### config.mk
export PLATFORM = sky130hd
export DESIGN_NAME = seq_divider
export DESIGN_NICKNAME = d
export VERILOG_FILES = /design/src/rtl/div_pkg.sv /design/src/rtl/div_subtractor.sv /design/src/rtl/div_ctrl.sv /design/src/rtl/div_datapath.sv /design/src/rtl/seq_divider.sv
export SDC_FILE = /design/constraint.sdc
export NUM_CORES = 1
export LEC_CHECK = 0
export CORE_UTILIZATION = 30
export DETAILED_ROUTE_END_ITERATION = 6
export PLACE_DENSITY = 0.61
export SETUP_SLACK_MARGIN = 0.3
export SLEW_MARGIN = 30
export SYNTH_ARGS = -nofsm -noshare
export SYNTH_HDL_FRONTEND = slang
export SYNTH_SLANG_ARGS = --single-unit
### constraint.sdc
create_clock -name clk -period 5.2 [get_ports clk]
set_clock_uncertainty 0.1 [all_clocks]
set_input_delay 1.04 -clock clk [delete_from_list [all_inputs] [get_ports clk]]
set_output_delay 1.04 -clock clk [all_outputs]
set_load 0.05 [all_outputs]
### src/rtl/div_pkg.sv
package div_pkg;

    typedef enum logic [1:0] {
        ST_IDLE = 2'd0,
        ST_RUN  = 2'd1,
        ST_FIN  = 2'd2
    } div_state_e;

endpackage

### src/rtl/div_subtractor.sv
module div_subtractor #(
    parameter int WIDTH = 8
) (
    input  logic [WIDTH:0]   op_a,
    input  logic [WIDTH-1:0] op_b,
    output logic [WIDTH-1:0] diff,
    output logic             no_borrow
);

    logic [WIDTH:0] carry;

    assign carry[0] = 1'b1;

    for (genvar i = 0; i < WIDTH; i++) begin : g_bit
        logic bn;
        assign bn           = ~op_b[i];
        assign diff[i]      = op_a[i] ^ bn ^ carry[i];
        assign carry[i + 1] = (op_a[i] & bn) | (carry[i] & (op_a[i] ^ bn));
    end

    // top stage: divisor bit is an implicit zero, complemented to one
    assign no_borrow = op_a[WIDTH] | carry[WIDTH];

    always_comb begin
        AST_SUB_CARRY: assert (no_borrow == (op_a >= {1'b0, op_b}));
    end

endmodule

### src/rtl/div_ctrl.sv
module div_ctrl
    import div_pkg::*;
#(
    parameter int WIDTH = 8
) (
    input  logic clk,
    input  logic rst_n,
    input  logic start,
    output logic load,
    output logic run,
    output logic fin
);

    localparam int CNT_W = $clog2(WIDTH + 1);
    localparam logic [CNT_W-1:0] LAST_STEP = CNT_W'(WIDTH - 1);

    typedef struct packed {
        div_state_e       st;
        logic [CNT_W-1:0] cnt;
    } ctrl_t;

    ctrl_t ctl_d, ctl_q;
    logic  cnt_zero;

    assign cnt_zero = ~|ctl_q.cnt;

    always_comb begin
        ctl_d = ctl_q;
        case (ctl_q.st)
            ST_IDLE: begin
                if (start) begin
                    ctl_d.st  = ST_RUN;
                    ctl_d.cnt = LAST_STEP;
                end
            end
            ST_RUN: begin
                if (cnt_zero) ctl_d.st = ST_FIN;
                else          ctl_d.cnt = ctl_q.cnt - 1'b1;
            end
            ST_FIN: begin
                if (!start) ctl_d.st = ST_IDLE;
            end
            default: ctl_d.st = ST_IDLE;
        endcase
    end

    always_ff @(posedge clk or negedge rst_n) begin
        if (!rst_n) begin
            ctl_q.st  <= ST_IDLE;
            ctl_q.cnt <= '0;
        end else begin
            ctl_q <= ctl_d;
        end
    end

    assign load = (ctl_q.st == ST_IDLE) && start;
    assign run  = (ctl_q.st == ST_RUN);
    assign fin  = (ctl_q.st == ST_FIN);

    AST_DONE_HOLD: assert property (@(posedge clk) disable iff (!rst_n)
        (fin && start) |=> fin);
    AST_DONE_RELEASE: assert property (@(posedge clk) disable iff (!rst_n)
        (fin && !start) |=> (!fin && !run));
    AST_RUN_NO_RESTART: assert property (@(posedge clk) disable iff (!rst_n)
        run |=> (run || fin));
    AST_RUN_CONTINUES: assert property (@(posedge clk) disable iff (!rst_n)
        (run && !cnt_zero) |=> run);
    AST_CNT_BOUND: assert property (@(posedge clk) disable iff (!rst_n)
        run |-> (ctl_q.cnt <= LAST_STEP));

endmodule

### src/rtl/div_datapath.sv
module div_datapath #(
    parameter int WIDTH = 8
) (
    input  logic             clk,
    input  logic             rst_n,
    input  logic             load,
    input  logic             run,
    input  logic [WIDTH-1:0] dividend,
    input  logic [WIDTH-1:0] divisor,
    output logic [WIDTH-1:0] quotient,
    output logic [WIDTH-1:0] remainder
);

    typedef struct packed {
        logic [WIDTH-1:0] aq;     // dividend bits out, quotient bits in
        logic [WIDTH-1:0] dvs;    // held divisor
        logic [WIDTH-1:0] part;   // partial remainder
        logic             stage;  // next dividend bit on its way into part
    } dp_t;

    dp_t            dp_d, dp_q;
    logic [WIDTH:0] trial;
    logic [WIDTH-1:0] trial_diff;
    logic           fits;

    assign trial = {dp_q.part, dp_q.stage};

    div_subtractor #(.WIDTH(WIDTH)) i_sub (
        .op_a      (trial),
        .op_b      (dp_q.dvs),
        .diff      (trial_diff),
        .no_borrow (fits)
    );

    always_comb begin
        dp_d = dp_q;
        if (load) begin
            dp_d.aq    = dividend << 1;
            dp_d.stage = dividend[WIDTH-1];
            dp_d.dvs   = divisor;
            dp_d.part  = '0;
        end else if (run) begin
            dp_d.part  = fits ? trial_diff : trial[WIDTH-1:0];
            dp_d.stage = dp_q.aq[WIDTH-1];
            dp_d.aq    = (dp_q.aq << 1) | WIDTH'(fits);
        end
    end

    always_ff @(posedge clk or negedge rst_n) begin
        if (!rst_n) begin
            dp_q.aq    <= '0;
            dp_q.dvs   <= '0;
            dp_q.part  <= '0;
            dp_q.stage <= 1'b0;
        end else begin
            dp_q <= dp_d;
        end
    end

    assign quotient  = dp_q.aq;
    assign remainder = dp_q.part;

    AST_IDLE_HOLD: assert property (@(posedge clk) disable iff (!rst_n)
        (!load && !run) |=> ($stable(quotient) && $stable(remainder)));
    AST_ZERO_DIVISOR: assert property (@(posedge clk) disable iff (!rst_n)
        (run && dp_q.dvs == '0) |-> fits);
    AST_PART_BELOW_DIVISOR: assert property (@(posedge clk) disable iff (!rst_n)
        (run && dp_q.dvs != '0) |-> (dp_q.part < dp_q.dvs));

endmodule

### src/rtl/seq_divider.sv
module seq_divider #(
    parameter int WIDTH = 8
) (
    input  logic             clk,
    input  logic             rst_n,
    input  logic             start,
    input  logic [WIDTH-1:0] dividend,
    input  logic [WIDTH-1:0] divisor,
    output logic [WIDTH-1:0] quotient,
    output logic [WIDTH-1:0] remainder,
    output logic             done
);

    logic load;
    logic run;
    logic fin;

    div_ctrl #(.WIDTH(WIDTH)) i_ctrl (
        .clk   (clk),
        .rst_n (rst_n),
        .start (start),
        .load  (load),
        .run   (run),
        .fin   (fin)
    );

    div_datapath #(.WIDTH(WIDTH)) i_dp (
        .clk       (clk),
        .rst_n     (rst_n),
        .load      (load),
        .run       (run),
        .dividend  (dividend),
        .divisor   (divisor),
        .quotient  (quotient),
        .remainder (remainder)
    );

    assign done = fin;

    AST_DONE_ONLY_AFTER_RUN: assert property (@(posedge clk) disable iff (!rst_n)
        $rose(done) |-> $past(run));

endmodule

==> flow_metrics.env, run 1 <==
export IMPL_synth_edff_count=0
export IMPL_dieArea_mm2=0.00625
export IMPL_syn_mean_instance_area_um2=9.95
export IMPL_area_growth_pct=22.1
export IMPL_rsz0062_at_grt="false"
export IMPL_synthCells=179
export IMPL_portBuffers=35
export IMPL_drive_gt1_share_pct=7.07
export IMPL_synth_adder_area_share_pct=9.27
export IMPL_drtAntennaViolNets=0
export IMPL_finalHoldViolCount=0
export IMPL_clk_latency_ps=290
export IMPL_crit_fanout=10
export IMPL_drt_initial_drc_count=72
export IMPL_wl_per_cell_um=13.3
export IMPL_synth_top_family_by_area="compound AO/OA/AOI/OAI gates"
export IMPL_yosys_area_share_xor_xnor_pct=0
export IMPL_post_route_worst_setup_slack_ps=1140
export IMPL_start_util_pct=31.8
export IMPL_fmax_ghz=0.247
export IMPL_ys_warnings_count=0
export IMPL_syn_num_nets=207
export IMPL_grt_pass1_vias=1291
export IMPL_synth_mux_area_share_pct=4.99
export IMPL_antennaDiodeCount=0
export IMPL_core_area_mm2=0.00561
export IMPL_yosys_cell_types_count=33
export IMPL_hold_path_class="flop to flop"
export IMPL_syn_area_mm2=0.00178
export IMPL_fp_dieW_um=79.1
export IMPL_fin_util_pct=38.8
export IMPL_die_y_um=79.1
export IMPL_grt_max_degree=32
export IMPL_arrival_ps=4160
export IMPL_yosysSeqAreaShare_pct=43.5
export IMPL_htreeDepth=2
export IMPL_hpwl_mm=2.48
export IMPL_cts_tree="done"
export IMPL_synth_compound_area_share_pct=18.8
export IMPL_dpl_worst_slack_ps=1140
export IMPL_cts_sinks=31
export IMPL_post_route_period_util_pct=78.0
export IMPL_setup_tns_ps=0
export IMPL_drc=0
export IMPL_critPathLaunchType="flop"
export IMPL_grt_total_usage_pct=13.2
export IMPL_cts_max_path_buffers=2
export IMPL_worst_pin_slew_ps=758
export IMPL_layout_commonest_cell="clkdlybuf4s50_1"
export IMPL_final_cell_mix="clkdlybuf4s50_1, dfrtp_1, o21ai_0, inv_1, nand2_1"
export IMPL_cts_root_buf="clkbuf_8"
export IMPL_setup_viol=0
export IMPL_numCtsBuffers=5
export IMPL_hold_buffers=0
export IMPL_max_slew_margin_pct=49.4
export IMPL_critPathKind="flop to flop"
export IMPL_clk_pin_slew_ps=60
export IMPL_crit_path_end_kind="flop"
export IMPL_synth_simple_area_share_pct=11.5
export IMPL_drt_first_pass_iters=4
export IMPL_gp_congestion=0.773
export IMPL_hold_ws_ps=397
export IMPL_yosys_most_used_dff="dfrtp_1"
export IMPL_antenna_found_initial=0
export IMPL_drt_wl_total_mm=3.60
export IMPL_cp_required_ps=5300
export IMPL_ys_ff_latch=31
export IMPL_cts_resized=0
export IMPL_async_reset_ff_share_pct=100
export IMPL_worstHoldPathCells=1
export IMPL_rows=27
export IMPL_grt_pass1_wl_mm=6.19
export IMPL_layout_min_cycle_time_ps=4060
export IMPL_via_per_inst=4.74
export IMPL_finalMaxSlewViolations=0
export IMPL_post_cts_setup_buffers=0
export IMPL_vias=1279
export IMPL_worstRegToRegCells=13
export IMPL_num_nets_final=225
export IMPL_max_cap_viol_count=0
export IMPL_outcome="finished, final reports clean"
export IMPL_grt_ovfl_total=0
export IMPL_num_io_pins=36
[logic make-up after synthesis]
family / count (synthesis)
AO/OA/AOI/OAI: 57
adder cells (fa/ha/maj): 9
multiplexers: 8
buffers and inverters: 39
AND/OR/NAND/NOR: 35
flip-flops: 31
[synth_stat cells (2+ instances only)]
| library cell | n | area share (%) |
|---|---|---|
| fa_1 | 7 | 7.9 |
| and3b_1 | 2 | 0.98 |
| a22oi_1 | 8 | 3.4 |
| nand2_1 | 12 | 2.5 |
| a21oi_1 | 9 | 2.5 |
| nand2b_1 | 3 | 1.1 |
| nor2b_1 | 7 | 2.5 |
| clkbuf_1 | 6 | 1.3 |
| o21ai_0 | 25 | 7.0 |
| o21ai_1 | 7 | 2.0 |
| nor2_1 | 2 | 0.42 |
| mux2_1 | 7 | 4.4 |
| nor3b_1 | 2 | 0.84 |
| buf_4 | 16 | 6.7 |
| ha_1 | 2 | 1.4 |
| inv_1 | 13 | 2.7 |
| and2b_1 | 2 | 0.84 |
| buf_2 | 4 | 1.1 |
| dfrtp_1 | 31 | 44 |
[metal layers]
layer / vias up / global-route usage, % / part of all wire, %
met3: 8 / 3.45 / 3.9
met5: - / 0 / 0
met2: 19 / 19.6 / 45
li1: 629 / - / -
met1: 623 / 17.4 / 48
met4: 0 / 7.64 / 2.6
[critical path, cell delays in order (launching register included)]
cell and delay, ps:
dfrtp_1 360, inv_1 50, ha_1 200, fa_1 400, fa_1 380, fa_1 390, fa_1 390, fa_1 390
fa_1 360, inv_1 70, fa_1 330, or2_1 270, o21ai_0 100, o21ai_0 170
[stage by stage]
step / cells / instance area [µm²]
floorplan: 179 / 1780
global placement: 262 / 2070
detailed placement: 262 / 2070
CTS: 270 / 2170
global route: 270 / 2170
finish: 270 / 2170
[registers in the layout, summed over array words and instances, names as in the netlist]
signal and count:
i_dp.quotient 8, i_dp.remainder 8, i_ctrl.ctl_q 6, i_dp.dp_q 9
[path summary, 6_finish.rpt]
| kind | slack [ps] | end | startpoint |
|---|---|---|---|
| worst min-delay path | 400 | i_dp.dp_q[9] | i_dp.dp_q[9] |
| worst max-delay path | 1140 | i_dp.remainder[6] | i_dp.dp_q[0] |
| worst max register to register | 1140 | i_dp.remainder[6] | i_dp.dp_q[0] |
| max in group asynchronous | 3660 | i_ctrl.ctl_q[0] | rst_n |
| worst min register to register | 400 | i_dp.dp_q[9] | i_dp.dp_q[9] |
| min in group asynchronous | 1040 | i_dp.remainder[4] | rst_n |
[layout make-up]
type	count	area, µm²
clock buffer	8	100
fill	586	3430
inverter	13	48.8
multi-input combinational	109	795
sequential	31	776
tap	72	90.1
timing repair buffer	37	365
Power of run 1 is left out: the tool's default activity adds up to more than one toggle a clock period on the data nets, which glitch-free logic cannot reach.
==> run 2: changes to the inputs <==
--- a/config.mk
+++ b/config.mk
@@ -7,7 +7,7 @@
 export LEC_CHECK = 0
 export CORE_UTILIZATION = 30
 export DETAILED_ROUTE_END_ITERATION = 6
-export PLACE_DENSITY = 0.61
+export PLACE_DENSITY = 0.63
 export SETUP_SLACK_MARGIN = 0.3
 export SLEW_MARGIN = 30
 export SYNTH_ARGS = -nofsm -noshare
==> constraint.sdc (replaced) <==
create_clock -name clk -period 3.55 [get_ports clk]
set_clock_uncertainty 0.1 [all_clocks]
set_input_delay 0.71 -clock clk [delete_from_list [all_inputs] [get_ports clk]]
set_output_delay 0.71 -clock clk [all_outputs]
set_load 0.05 [all_outputs]
==> flow_metrics.env, run 2 (synthesis gave the netlist of run 1 again) <==
export IMPL_hpwl_mm=2.72
export IMPL_rsz0062_at_grt="true"
export IMPL_regMostFlops="i_dp.dp_q"
export IMPL_worstHoldPathCells=1
export IMPL_startpoint="i_dp.dp_q[9]"
export IMPL_worst_pin_slew_ps=600
export IMPL_wl_per_cell_um=13.7
export IMPL_hp_start="i_ctrl.ctl_q[3]"
export IMPL_critPathLaunchType="flop"
export IMPL_start_util_pct=31.8
export IMPL_multi_input_area_um2=840
export IMPL_grt_total_usage_pct=13.4
export IMPL_grt_pass1_vias=1307
export IMPL_drt_wl_total_mm=3.78
export IMPL_post_route_period_util_pct=102
export IMPL_layout_min_cycle_time_ps=3640
export IMPL_dieArea_mm2=0.00625
export IMPL_drive_gt1_share_pct=16.7
export IMPL_numCtsBuffers=5
export IMPL_place_area_mm2=0.00213
export IMPL_stdcell_area_mm2=0.00226
export IMPL_drt_initial_drc_count=85
export IMPL_crit_fanout=2
export IMPL_failed_checks="negative setup slack"
export IMPL_final_cell_mix="clkdlybuf4s50_1, dfrtp_1, o21ai_1, nand2_1, o21ai_0"
export IMPL_fillers=571
export IMPL_num_nets_final=231
export IMPL_area_growth_pct=26.6
export IMPL_post_route_worst_setup_slack_ps=-86.3
export IMPL_fp_dieW_um=79.1
export IMPL_outcome="complete, but fails checks"
export IMPL_r2r_start="i_dp.dp_q[9]"
export IMPL_fmax_ghz=0.275
export IMPL_antennaDiodeCount=0
export IMPL_via_per_inst=4.77
export IMPL_htreeDepth=2
export IMPL_die_y_um=79.1
export IMPL_largest_reg_flops=9
export IMPL_clk_pin_slew_ps=60
export IMPL_vias=1313
export IMPL_num_io_pins=36
export IMPL_arrival_ps=3690
export IMPL_cts_tree="done"
export IMPL_max_cap_viol_count=0
export IMPL_gp_congestion=0.772
export IMPL_cp_required_ps=3600
export IMPL_grt_max_degree=32
export IMPL_crit_path_end_kind="flop"
export IMPL_cts_max_path_buffers=2
export IMPL_final_seq_area_um2=776
export IMPL_max_slew_margin_pct=60.0
export IMPL_portBuffers=35
export IMPL_drt_first_pass_iters=4
export IMPL_core_area_mm2=0.00561
export IMPL_cts_sinks=31
export IMPL_clk_latency_ps=280
export IMPL_finalMaxSlewViolations=0
export IMPL_grt_ovfl_total=0
export IMPL_hold_buffers=0
export IMPL_drc=0
export IMPL_hold_path_class="flop to flop"
export IMPL_antenna_found_initial=0
export IMPL_layout_commonest_cell="clkdlybuf4s50_1"
export IMPL_setup_viol=8
export IMPL_drtAntennaViolNets=0
export IMPL_critPathKind="flop to flop"
export IMPL_finalHoldViolCount=0
export IMPL_cts_root_buf="clkbuf_8"
export IMPL_rows=27
export IMPL_grt_pass1_wl_mm=6.33
export IMPL_worstRegToRegCells=11
run 2: cell count changes in the layout (fill, tap and decap cells not counted), moves of 2 or more:
cell	change
buf_4	+5
fa_1	-7
fa_2	+7
inv_1	-2
inv_2	+2
o21ai_0	-13
o21ai_1	+11
o21ai_2	+2
run 2: worst paths after layout:
path | slack, ps | endpoint
min in group asynchronous | 720 | i_dp.remainder[5]
max | -90 | i_dp.remainder[7]
min | 420 | i_ctrl.ctl_q[3]
min reg2reg | 420 | i_ctrl.ctl_q[3]
max in group asynchronous | 2350 | i_dp.dp_q[9]
max reg2reg | -90 | i_dp.remainder[7]
run 2: worst max-delay path, cell delays in order (launching register included):
cell,delay [ps]
dfrtp_1,400
ha_4,170
fa_2,350
fa_2,340
fa_2,340
fa_2,340
fa_2,360
fa_2,350
inv_2,70
fa_2,450
a22oi_2,160
o22ai_1,90
run 2: layout make-up:
type	instances	share of cell area (%)
sequential	31	34.4
timing repair buffer	43	18.4
clock buffer	6	3.66
tap	72	3.99
clock inverter	1	0.222
multi-input combinational	109	37.2
inverter	13	2.16
run 2: routing by layer:
layer  up-vias  GRT usage, %  part of all wire [%]
li1        643             -                     -
met1       643          16.9                    47
met2        21          20.6                    48
met3         6          3.79                   3.3
met4         0          6.91                   1.8
met5         -             0                     0
run 2: timing repair:
item,4_1_cts,5_1_grt
endpoints found under the setup margin,9,9
buffers inserted,1,0
pin swaps,3,3
gates resized for setup,7,10
run 2: stage by stage:
| stage | worst slack (ps) | hold slack [ps] | utilization (%) | TNS, ps | std cells |
|---|---|---|---|---|---|
| after CTS | -89.5 | 406 | 40.0 | -364 | 275 |
| after floorplan | -7.03 | 314 | - | -7.03 | 179 |
| after global placement | -36.8 | 382 | 38.1 | -54.8 | 267 |
| after global routing | -204 | 446 | 40.2 | -1540 | 275 |
| after detailed placement | -110 | 392 | 38.1 | -463 | 267 |
| final | -86.3 | 416 | 40.2 | -327 | 275 |
Power of run 2 is left out for the same reason.
==> run 3: changes to the inputs <==
--- a/config.mk
+++ b/config.mk
@@ -6,6 +6,7 @@
 export NUM_CORES = 1
 export LEC_CHECK = 0
 export CORE_UTILIZATION = 30
+export CTS_CLUSTER_SIZE = 25
 export DETAILED_ROUTE_END_ITERATION = 6
 export PLACE_DENSITY = 0.63
 export SETUP_SLACK_MARGIN = 0.3
==> results of run 3 <==
No change in the layout: final DEF, timing and power equal those of run 2.
Power of run 3 is left out for the same reason.
